### config.mk
export PLATFORM = sky130hd
export DESIGN_NAME = lpm_sequencer
export DESIGN_NICKNAME = d
export VERILOG_FILES = /design/src/rtl/lpm_pkg.sv /design/src/rtl/lpm_regs.sv /design/src/rtl/lpm_ctrl.sv /design/src/rtl/lpm_sequencer.sv
export SDC_FILE = /design/constraint.sdc
export NUM_CORES = 1
export LEC_CHECK = 0
export ABC_CLOCK_PERIOD_IN_PS = 1900
export CORE_AREA = 4 4 41 43
export DETAILED_ROUTE_END_ITERATION = 8
export DIE_AREA = 0 0 45 47
export PLACE_DENSITY = 0.8
export SLEW_MARGIN = 20
export SYNTH_ARGS = -nofsm -noshare
export SYNTH_HDL_FRONTEND = slang
export SYNTH_SLANG_ARGS = --single-unit
### constraint.sdc
create_clock -name clk -period 1.9 [get_ports clk]
set_input_delay 0.38 -clock clk [delete_from_list [all_inputs] [get_ports clk]]
set_output_delay 0.38 -clock clk [all_outputs]
set_load 0.03 [all_outputs]
### src/rtl/lpm_pkg.sv
package lpm_pkg;
  localparam int MODE_W = 3;
  localparam int CFG_W  = 6;

  typedef enum logic [MODE_W-1:0] {
    MODE_RUN     = 3'd0,
    MODE_LPRUN   = 3'd1,
    MODE_SHALLOW = 3'd2,
    MODE_DEEP    = 3'd3,
    MODE_DEBUG   = 3'd4
  } mode_e;

  // bit 0 is dbgEn, bit 5 is wakeNorm
  typedef struct packed {
    logic wakeNorm;
    logic lprReq;
    logic ppdSel;
    logic lvdStopEn;
    logic lvdEn;
    logic dbgEn;
  } cfg_t;

  typedef struct packed {
    logic clrLpr;
    logic inStop;
  } ctl_t;
endpackage

### src/rtl/lpm_regs.sv
module lpm_regs
  import lpm_pkg::*;
(
  input  logic             clk,
  input  logic             rstN,
  input  logic             cfgWr,
  input  logic [CFG_W-1:0] cfgData,
  input  logic             memReq,
  input  ctl_t             ctl,
  output cfg_t             cfgQ,
  output logic             regStandby,
  output logic             dbgClkOn,
  output logic             memErr
);
  cfg_t wrCfg;
  cfg_t nextCfg;
  logic ppdOk;
  logic lprOk;

  always_comb begin
    wrCfg   = cfg_t'(cfgData);
    // a 1 sticks only if the partner bit is clear now and not being raised alongside
    ppdOk   = wrCfg.ppdSel && !cfgQ.lprReq && !(wrCfg.lprReq && !cfgQ.ppdSel);
    lprOk   = wrCfg.lprReq && !cfgQ.ppdSel && !(wrCfg.ppdSel && !cfgQ.lprReq);
    nextCfg = wrCfg;
    nextCfg.ppdSel = ppdOk;
    nextCfg.lprReq = lprOk;
  end

  always_ff @(posedge clk or negedge rstN) begin
    if (!rstN) begin
      cfgQ   <= '0;
      memErr <= 1'b0;
    end else begin
      if (cfgWr) cfgQ <= nextCfg;
      if (ctl.clrLpr) cfgQ.lprReq <= 1'b0;
      memErr <= memReq && ctl.inStop;
    end
  end

  always_comb begin
    regStandby = ctl.inStop && !cfgQ.dbgEn && !(cfgQ.lvdEn && cfgQ.lvdStopEn);
    dbgClkOn   = ctl.inStop && cfgQ.dbgEn;
  end

  p_lock_pair_r5: assert property (@(posedge clk) disable iff (!rstN)
    !(cfgQ.ppdSel && cfgQ.lprReq));

  p_err_source_r10: assert property (@(posedge clk) disable iff (!rstN)
    memErr |-> $past(memReq && ctl.inStop));
endmodule

### src/rtl/lpm_ctrl.sv
module lpm_ctrl
  import lpm_pkg::*;
(
  input  logic  clk,
  input  logic  rstN,
  input  logic  stopReq,
  input  logic  irqWake,
  input  logic  dbgWake,
  input  logic  dbgResume,
  input  cfg_t  cfg,
  output mode_e state,
  output ctl_t  ctl
);
  mode_e nextState;
  logic  clrLpr;
  logic  dbgOk;
  logic  lvdHold;
  logic  deepOk;

  always_comb begin
    dbgOk     = dbgWake && cfg.dbgEn;
    lvdHold   = cfg.lvdEn && cfg.lvdStopEn;
    deepOk    = cfg.ppdSel && !cfg.dbgEn && !lvdHold;
    nextState = state;
    clrLpr    = 1'b0;
    case (state)
      MODE_RUN: begin
        if (dbgOk)            nextState = MODE_DEBUG;
        else if (stopReq)     nextState = deepOk ? MODE_DEEP : MODE_SHALLOW;
        else if (cfg.lprReq)  nextState = MODE_LPRUN;
      end
      MODE_LPRUN: begin
        if (dbgOk)            nextState = MODE_DEBUG;
        else if (stopReq)     nextState = MODE_SHALLOW;
        else if (!cfg.lprReq) nextState = MODE_RUN;
      end
      MODE_SHALLOW: begin
        if (dbgOk) nextState = MODE_DEBUG;
        else if (irqWake) begin
          if (cfg.wakeNorm) begin
            nextState = MODE_RUN;
            clrLpr    = 1'b1;
          end else begin
            nextState = cfg.lprReq ? MODE_LPRUN : MODE_RUN;
          end
        end
      end
      MODE_DEEP: begin
        if (dbgOk)        nextState = MODE_DEBUG;
        else if (irqWake) nextState = MODE_RUN;
      end
      MODE_DEBUG: begin
        if (dbgResume) nextState = MODE_RUN;
      end
      default: nextState = MODE_RUN;
    endcase
  end

  always_ff @(posedge clk or negedge rstN) begin
    if (!rstN) state <= MODE_RUN;
    else       state <= nextState;
  end

  always_comb begin
    ctl.clrLpr = clrLpr;
    ctl.inStop = (state == MODE_SHALLOW) || (state == MODE_DEEP);
  end

  p_no_deep_from_lpr_r6: assert property (@(posedge clk) disable iff (!rstN)
    (state == MODE_LPRUN) |=> (state != MODE_DEEP));

  p_dbg_gate_r8: assert property (@(posedge clk) disable iff (!rstN)
    (dbgWake && !cfg.dbgEn && state != MODE_DEBUG) |=> (state != MODE_DEBUG));

  p_wake_norm_r7: assert property (@(posedge clk) disable iff (!rstN)
    (state == MODE_SHALLOW && irqWake && !dbgWake && cfg.wakeNorm) |=> (state == MODE_RUN));
endmodule

### src/rtl/lpm_sequencer.sv
module lpm_sequencer
  import lpm_pkg::*;
(
  input  logic              clk,
  input  logic              rstN,
  input  logic              stopReq,
  input  logic              irqWake,
  input  logic              dbgWake,
  input  logic              dbgResume,
  input  logic              memReq,
  input  logic              cfgWr,
  input  logic [CFG_W-1:0]  cfgData,
  output logic [MODE_W-1:0] mode,
  output logic [CFG_W-1:0]  cfgBits,
  output logic              regStandby,
  output logic              dbgClkOn,
  output logic              lprStat,
  output logic              memErr
);
  cfg_t  cfgQ;
  ctl_t  ctl;
  mode_e state;

  lpm_ctrl uCtrl (
    .clk(clk), .rstN(rstN), .stopReq(stopReq), .irqWake(irqWake),
    .dbgWake(dbgWake), .dbgResume(dbgResume), .cfg(cfgQ),
    .state(state), .ctl(ctl)
  );

  lpm_regs uRegs (
    .clk(clk), .rstN(rstN), .cfgWr(cfgWr), .cfgData(cfgData),
    .memReq(memReq), .ctl(ctl), .cfgQ(cfgQ),
    .regStandby(regStandby), .dbgClkOn(dbgClkOn), .memErr(memErr)
  );

  assign mode    = state;
  assign cfgBits = cfgQ;
  assign lprStat = (state == MODE_LPRUN);
endmodule

# Word level (Yosys, flattened, before mapping)
# Index checks and enable logic that the tools add are counted.
# totals
register_bits	10
input_bits	14
out_inout_bits	13
# classes
eq_ne	9
muxes	21
reduce_logical	22
# op_table
operator	n
two-way mux 3 bit	11
case mux 3 bit (5 select lines)	1
logical AND 1 bit	12
two-way mux 1 bit	8
== test 3 x 2 -> 1 bit (second input constant)	2
logical NOT 1 bit	6
!= test 3 x 2 -> 1 bit (second input constant)	2
two-way mux 5 bit	1
AND reduction 5 bit	1
!= test 4 x 2 -> 1 bit (second input constant)	1
!= test 4 bit (second input constant)	1
== test 3 x 1 -> 1 bit (second input constant)	1
== test 3 bit (second input constant)	1
logical NOT 3 bit	1
!= test 2 bit (second input constant)	1
nonzero test 2 bit	1
logical OR 1 bit	1

# Logic depth before layout (Yosys ltp)
# Gate-level depths: netlist (run 1).
# logic_depth
word_depth	7
depth_mapped	4
mapped_depth_nobuf	4

# Cells and area by module
# From an unflattened synthesis (run 1), not the netlist that was laid out.
# hier_totals
hier_cells	48
hier_area_um2	531.8
# modules_own_cells
mod	instances	cells_per_inst	area_each_um2
lpm_regs	1	23	319.1
lpm_ctrl	1	24	200.2
lpm_sequencer	1	1	12.5

# Least setup slack after synthesis (run 1)
# OpenSTA, ideal clock, no wires.
# synth_timing
kind	register -> output
start	register uCtrl.state[0]
end	output lprStat
t_arrival_ps	1348
required_ps	1520
path_slack_ps	172
stages_incl_launch_ff	2
path_buffers	0
path_cell_list	dfrtp_1 nor3b_1
# synth_via
elab_chain_cells	1
# synth_rtl
element	line	source
start: declaration	lpm_ctrl.sv:11	output mode_e state,
start signal: assignment	lpm_ctrl.sv:61	else state <= nextState;
== test 3 x 1 -> 1 bit	lpm_sequencer.sv:38	assign lprStat = (state == MODE_LPRUN);
end: declaration	lpm_sequencer.sv:17	output logic lprStat,
# Every way passes these cells.

# Worst setup path after layout (run 1)
# layout_timing
start	register uCtrl.state[2]
end	output mode[2]
# layout_rtl
element	line	source
end: declaration	lpm_sequencer.sv:13	output logic [MODE_W-1:0] mode,
# No word-level cell between the ends.

==> impl_summary.log, run 1 <==
[metrics] Final Max Slew Viols: 0
[metrics] cell count after placement: 86
[metrics] dominant cell by count in the synthesized netlist: dfrtp_1
[metrics] summed negative setup slack over all endpoints: 0 ns
[metrics] Iter 0 DRT Violations: 3
[metrics] final core utilization: 0.6250
[metrics] maximum number of pins on one net before global-route repair: 11
[metrics] multiplexer share of the synthesized area: 0.08933
[metrics] clock tree root buffer cell: clkbuf_4
[metrics] # clock sinks: 10
[metrics] Final Hold Vio Count: 0
[metrics] wire length of the first global-routing pass: 2.125 mm
[metrics] I/O pin total: 27
[metrics] Crit. path cell count: 1
[metrics] area share of fa/ha/maj cells after synthesis: 0
[metrics] xor/xnor share of the synthesized area: 0
[metrics] instance area after placement: 794.5 sq um
[metrics] Syn Inst Count: 44
[metrics] dominant register cell in the synthesized netlist: dfrtp_1
[metrics] row cnt: 13
[metrics] end of the critical path: mode[2]
[metrics] Detail Route Antenna Nets: 0
[metrics] tightest slew margin relative to the limit: 0.6912
[metrics] type of destination of the critical path: output port
[metrics] Finished Layout Cells: 89
[metrics] launch point of the critical path: uCtrl.state[2]
[metrics] post-synth cell types: 24
[metrics] DRC violations left: 0
[metrics] startpoint of the lowest-slack register-to-register path: uRegs.cfgQ[0]
[metrics] Post-Layout Inst Area: 813.3 sq um
[metrics] fmax: 550.8 MHz
[metrics] unrepaired setup endpoints after global routing: no
[metrics] capturing point of the worst reg2reg path: uCtrl.state[0]
[metrics] kind of start point of the critical path: register
[metrics] Buffers on Ports: 26
[metrics] Period minus WS final: 1.816 ns
[metrics] CP max stage cell: clkdlybuf4s50_1
[metrics] global-route usage over all layers: 0.1438
[metrics] cell area after synthesis: 504.2 sq um
[metrics] clock latency at the later pin of the worst-skew pair: 0.26 ns
[metrics] Clock Path Buffers: 2
[metrics] Reg clk slew, reported paths: 0.06 ns
[metrics] cells taking the most area after synthesis: dfrtp_1 50%, mux2_2 8.9%, and2_2 4.5%, a21oi_1 3.0%, o21bai_1 3.0%
[metrics] proportion of synthesized chip area in sequential cells: 0.4963
[metrics] library cell occupying the most area in the post-synthesis netlist: dfrtp_1
[metrics] yosys synthesis warning count: 0
[metrics] number of H-tree levels: 1
[metrics] placeable core region: 0.001301 sq mm
[metrics] kind of critical path: reg -> out
[metrics] floorplan die height: 47 microns
[metrics] cell area power density: 950.7 mW/mm^2
[metrics] count of endpoints failing setup in the final report: 0
[metrics] WP data arrival: 1.44 ns
[metrics] main combinational cell family by area after synthesis: simple AND/OR/NAND/NOR gates
[metrics] number of antenna repair diodes: 0
[metrics] number of buffers added to fix hold violations after cts: 0
[metrics] sequence of cells on the critical path: clkdlybuf4s50_1
[metrics] post-detailed-route via-to-cell ratio: 5.101
[metrics] endpoint required time on the critical path: 1.52 ns
[metrics] DP HPWL: 1.003 mm
[metrics] Chip Width: 45 microns
[metrics] global route overflow: 0
[metrics] number of nets in the synthesized netlist: 58
[metrics] net count reported at finish: 90
[metrics] post-synthesis area per instance: 11.46 sq um
[metrics] via count of the first global-routing pass: 512
[metrics] GP Congestion: 0.8241
[metrics] flip-flop and latch count after synthesis: 10
[metrics] worst hold-check slack: 0.4374 ns
[metrics] Tcrit/Tclk final: 0.9556
[metrics] Die ar.: 0.002115 sq mm
[metrics] top cells by count, synth: 10 x dfrtp_1, 4 x mux2_2, 3 x a21oi_1, 3 x and2_2
[metrics] average wire per standard cell: 13.91 microns
[metrics] max-cap viol count: 0
[metrics] Synth async-reset ratio: 1.000
[metrics] outcome: complete, no violations
[metrics] number of buffers and inverters on the critical path: 1
[metrics] area share of the leading cell type in the synthesized netlist: 0.4963
[metrics] clock tree from TritonCTS: built
[metrics] antenna violations before repair: 0
[metrics] number of synthesized flops with an enable pin: 0
[metrics] post-synthesis compound-gate area fraction: 0.1811
[metrics] fraction of final layout cells with drive strength greater than 1: 0.2027
[metrics] maximum vdd ir drop: 0.5283 mV
[metrics] Worst R2R Setup Slack: 0.53 ns
[metrics] area growth from synthesis to layout: 61.29%
[metrics] number of CTS-inserted buffers: 3
[metrics] clk_skew: 0.004439 ns
[metrics] TritonRoute pass-1 iters: 2
[metrics] routed vias: 454
[metrics] simple logic cell fraction of the synthesized area: 0.2184
[metrics] worst min path class: in -> async
[metrics] transition time of the tightest slew-check pin: 0.4617 ns
[metrics] Slowest Stage Delay on Critical Path: 0.72 ns
[metrics] post-detailed-routing wire length: 1.238 mm
[metrics] Crit Path Max Fanout: 6
[metrics] depth of the worst register-to-register path: 4
[metrics] Leakage: 0.3666 nW
[metrics] initial standard-cell utilization of the core: 0.3875
[metrics] CP top delay family: buffers and inverters
report_power, final:
part	internal (W)	switching [W]
registers	0.000248	0.0000316
logic	0.000172	0.000183
clock network	0.0000729	0.0000661
total	0.000493	0.000281
sequential cells by signal (all words and copies together) (netlist names):
signal and cells:
uRegs.cfgQ 6, uCtrl.state 3, uRegs.memErr 1
logic make-up (layout without fill, tap and decap cells):
family                 Yosys count  in the layout
DFF                             10             10
muxes                            4              4
and+or+nand+nor                 15             15
buffers and inverters            2             32
AOI/OAI and AO/OA               13             13
metrics by stage:
| step | setup WS (ns) | total power (W) |
|---|---|---|
| after global routing | 0.01124 | 0.0008226 |
| after detailed placement | 0.1097 | 0.0006487 |
| after CTS | 0.07781 | 0.0007843 |
| after global placement | 0.1115 | 0.0006459 |
| after floorplan | 0.1715 | 0.0004809 |
| final | 0.08443 | 0.0007732 |
worst min path at each step:
stage,end,slack [ns],cells after the start
final,uRegs.cfgQ[2],0.44,1
after global routing,uRegs.cfgQ[5],0.45,1
after CTS,uRegs.cfgQ[2],0.45,1
after detailed placement,uRegs.cfgQ[2],0.53,1
after global placement,uRegs.cfgQ[2],0.53,1
after floorplan,uCtrl.state[0],0.08,0
layer usage:
layer | share of wire | GRT usage | vias up | routed length (microns)
li1 | - | - | 223 | -
met1 | 0.41 | 0.1502 | 213 | 506
met2 | 0.51 | 0.2542 | 18 | 627
met3 | 0.084 | 0.07663 | 0 | 104
met4 | 0 | 0.03509 | 0 | 0
met5 | 0 | 0 | - | 0
final cells by class:
type / instances / area, sq um
flip-flops and latches: 10 / 250.2
fillers: 119 / 488.0
repair buffers: 28 / 271.5
well taps: 15 / 18.77
clock buffers: 3 / 22.52
multi-input cells: 32 / 246.5
inverters: 1 / 3.754
cell usage in the layout (no fill, tap or decap), types with 3 or more instances in the layout:
master	instances
mux2_2	4
dfrtp_1	10
dlygate4sd2_1	3
clkdlybuf4s50_1	23
a21oi_1	3
clkbuf_4	3
and2_2	3
what timing repair did:
item | 4_1_cts | 5_1_grt
buffers inserted | 0 | 0
resized for setup | 3 | 0
endpoints found under the setup margin | 3 | 0
endpoints found under the hold margin | 0 | 0
No activity file was read; power rests on OpenSTA's default activity.
==> run 2: changes to the inputs <==
REMOVE_ABC_BUFFERS = 1   (was unset)
==> run 2 against run 1 <==
Final cell count stayed put. Global-route usage rose by 0.11 points. Sequential share of layout area down 0.094 points. First-iteration DRC count stayed put. Core utilization rose by 0.19 points. Critical path depth unchanged. Register-to-register slack barely moved. Sequential power about the same. Non-clock buffer count unchanged. Routed wire length grew 9.4%. Combinational power is essentially flat. Sequential cell count did not move.
==> impl_summary.log, run 2 (synthesis results as in run 1) <==
[metrics] outcome: complete, no violations (unchanged)
[metrics] cell count after placement: 86 (unchanged)
[metrics] sequence of cells on the critical path: clkdlybuf4s50_1 (unchanged)
[metrics] depth of the worst register-to-register path: 4 (unchanged)
[metrics] transition time of the tightest slew-check pin: 0.4705 ns (was 0.4617 ns)
[metrics] capturing point of the worst reg2reg path: uCtrl.state[0] (unchanged)
[metrics] summed negative setup slack over all endpoints: 0 ns (unchanged)
[metrics] Period minus WS final: 1.833 ns (was 1.816 ns)
[metrics] net switching power: 0.0002870 W (was 0.0002806 W)
[metrics] post-detailed-routing wire length: 1.354 mm (was 1.238 mm)
[metrics] cell area power density: 957.0 mW/mm^2 (was 950.7 mW/mm^2)
[metrics] endpoint required time on the critical path: 1.52 ns (about the same)
[metrics] WP data arrival: 1.45 ns (was 1.44 ns)
[metrics] clock tree root buffer cell: clkbuf_4 (unchanged)
[metrics] clk_skew: 0.001347 ns (was 0.004439 ns)
[metrics] startpoint of the lowest-slack register-to-register path: uRegs.cfgQ[0] (unchanged)
[metrics] DRC violations left: 0 (unchanged)
[metrics] worst hold-check slack: 0.4426 ns (was 0.4374 ns)
[metrics] tightest slew margin relative to the limit: 0.6854 (was 0.6912)
[metrics] placeable core region: 0.001301 sq mm (unchanged)
[metrics] GP Congestion: 0.7150 (was 0.8241)
[metrics] TritonRoute pass-1 iters: 2 (unchanged)
[metrics] worst min path class: in -> async (unchanged)
[metrics] number of H-tree levels: 1 (unchanged)
[metrics] Buffers on Ports: 26 (unchanged)
[metrics] instance area after placement: 794.5 sq um (unchanged)
[metrics] Crit Path Max Fanout: 6 (unchanged)
[metrics] Pint: 0.0004937 W (was 0.0004927 W)
[metrics] number of CTS-inserted buffers: 3 (unchanged)
[metrics] total of cells resized after clock tree synthesis: 3 (unchanged)
[metrics] maximum vdd ir drop: 0.5531 mV (was 0.5283 mV)
[metrics] average wire per standard cell: 15.21 microns (was 13.91 microns)
[metrics] Final Hold Vio Count: 0 (unchanged)
[metrics] fraction of final layout cells with drive strength greater than 1: 0.2027 (unchanged)
[metrics] clock latency at the later pin of the worst-skew pair: 0.26 ns (about the same)
[metrics] CP max stage cell: clkdlybuf4s50_1 (unchanged)
[metrics] net switching share of the total power: 0.3676 (was 0.3628)
[metrics] routed vias: 473 (was 454)
[metrics] maximum number of pins on one net before global-route repair: 11 (unchanged)
[metrics] I/O pin total: 27 (unchanged)
[metrics] Power Total: 0.0007807 W (was 0.0007732 W)
[metrics] clock tree from TritonCTS: built (unchanged)
[metrics] row cnt: 13 (unchanged)
[metrics] postcts setup bufs: 0 (unchanged)
[metrics] Post-Layout Inst Area: 815.8 sq um (was 813.3 sq um)
[metrics] initial standard-cell utilization of the core: 0.3875 (unchanged)
[metrics] via count of the first global-routing pass: 529 (was 512)
[metrics] clock network fraction of design power: 0.180 (about the same)
[metrics] wire length of the first global-routing pass: 2.249 mm (was 2.125 mm)
[metrics] post-detailed-route via-to-cell ratio: 5.315 (was 5.101)
[metrics] Worst R2R Setup Slack: 0.54 ns (was 0.53 ns)
[metrics] largest registers: uRegs.cfgQ (6), uCtrl.state (3), uRegs.memErr (1) (unchanged)
[metrics] register bank with the most flops: uRegs.cfgQ (unchanged)
[metrics] Sequential Power Share: 0.362 (was 0.361)
[metrics] Iter 0 DRT Violations: 3 (unchanged)
[metrics] max FFs per register: 6 (unchanged)
[metrics] Final Max Slew Viols: 0 (unchanged)
[metrics] number of buffers added to fix hold violations after cts: 0 (unchanged)
[metrics] Die ar.: 0.002115 sq mm (unchanged)
[metrics] number of antenna repair diodes: 0 (unchanged)
[metrics] Finished Layout Cells: 89 (unchanged)
[metrics] kind of critical path: reg -> out (unchanged)
[metrics] fraction of power consumed by combinational cells: 0.458 (was 0.459)
[metrics] number of buffers and inverters on the critical path: 1 (unchanged)
[metrics] unrepaired setup endpoints after global routing: no (unchanged)
[metrics] top library cells by usage in the layout, fill and taps aside: 23 x clkdlybuf4s50_1, 10 x dfrtp_1, 4 x mux2_2 (unchanged)
[metrics] count of endpoints failing setup in the final report: 0 (unchanged)
[metrics] Chip Width: 45 microns (unchanged)
[metrics] Leakage: 0.3603 nW (was 0.3666 nW)
[metrics] max-cap viol count: 0 (unchanged)
[metrics] net count reported at finish: 90 (unchanged)
[metrics] Slowest Stage Delay on Critical Path: 0.72 ns (about the same)
[metrics] most common library cell in the layout ignoring fill and taps: clkdlybuf4s50_1 (unchanged)
[metrics] type of destination of the critical path: output port (unchanged)
[metrics] DP HPWL: 1.126 mm (was 1.003 mm)
[metrics] global route overflow: 0 (unchanged)
[metrics] fmax: 545.4 MHz (was 550.8 MHz)
[metrics] antenna violations before repair: 0 (unchanged)
[metrics] Detail Route Antenna Nets: 0 (unchanged)
[metrics] kind of start point of the critical path: register (unchanged)
[metrics] floorplan die height: 47 microns (unchanged)
[metrics] Clock Path Buffers: 2 (unchanged)
[metrics] global-route usage over all layers: 0.1449 (was 0.1438)
[metrics] CP top delay family: buffers and inverters (unchanged)
[metrics] Reg clk slew, reported paths: 0.06 ns (about the same)
[metrics] Tcrit/Tclk final: 0.9650 (was 0.9556)
[metrics] # clock sinks: 10 (unchanged)
[metrics] area growth from synthesis to layout: 61.79% (was 61.29%)
-- run 2: layer usage --
metal | up-vias | GRT usage | wire (microns)
li1 | 222 | - | -
met1 | 237 | 0.1584 | 533
met2 | 14 | 0.2797 | 744
met3 | 0 | 0.03448 | 76
met4 | 0 | 0.03509 | 0
met5 | - | 0 | 0
-- run 2: power groups by stage --
stage	clock, W	sequential [W]	combinational [W]
finish	0.000141	0.000282	0.000357
global route	0.000153	0.000289	0.000374
CTS	0.000147	0.000283	0.000360
detailed placement	0	0.000287	0.000366
global placement	0	0.000284	0.000362
floorplan	0	0.000358	0.000121
-- run 2: final cells by class --
class	instances	area, sq um
Inverter	1	3.754
Sequential cell	10	250.2
Tap cell	15	18.77
Timing Repair Buffer	28	274.0
Fill cell	118	485.5
Clock buffer	3	22.52
Multi-Input combinational cell	32	246.5
-- run 2: how the worst max path moves through the flow --
| stage | end | startpoint | slack, ns | depth (start not counted) |
|---|---|---|---|---|
| finish | mode[2] | uCtrl.state[2] | 0.07 | 1 |
| global route | regStandby | uCtrl.state[1] | 0.009 | 3 |
| CTS | regStandby | uCtrl.state[2] | 0.04 | 3 |
| detailed placement | regStandby | uCtrl.state[2] | 0.06 | 3 |
| global placement | regStandby | uCtrl.state[2] | 0.09 | 3 |
| floorplan | lprStat | uCtrl.state[0] | 0.17 | 1 |
-- run 2: through the flow --
step	utilization	setup WS, ns
2_1_floorplan	-	0.1715
3_3_place_gp	0.6106	0.08612
3_5_place_dp	0.6106	0.06006
4_1_cts	0.6250	0.03790
5_1_grt	0.6269	0.008754
6_report	0.6269	0.06654
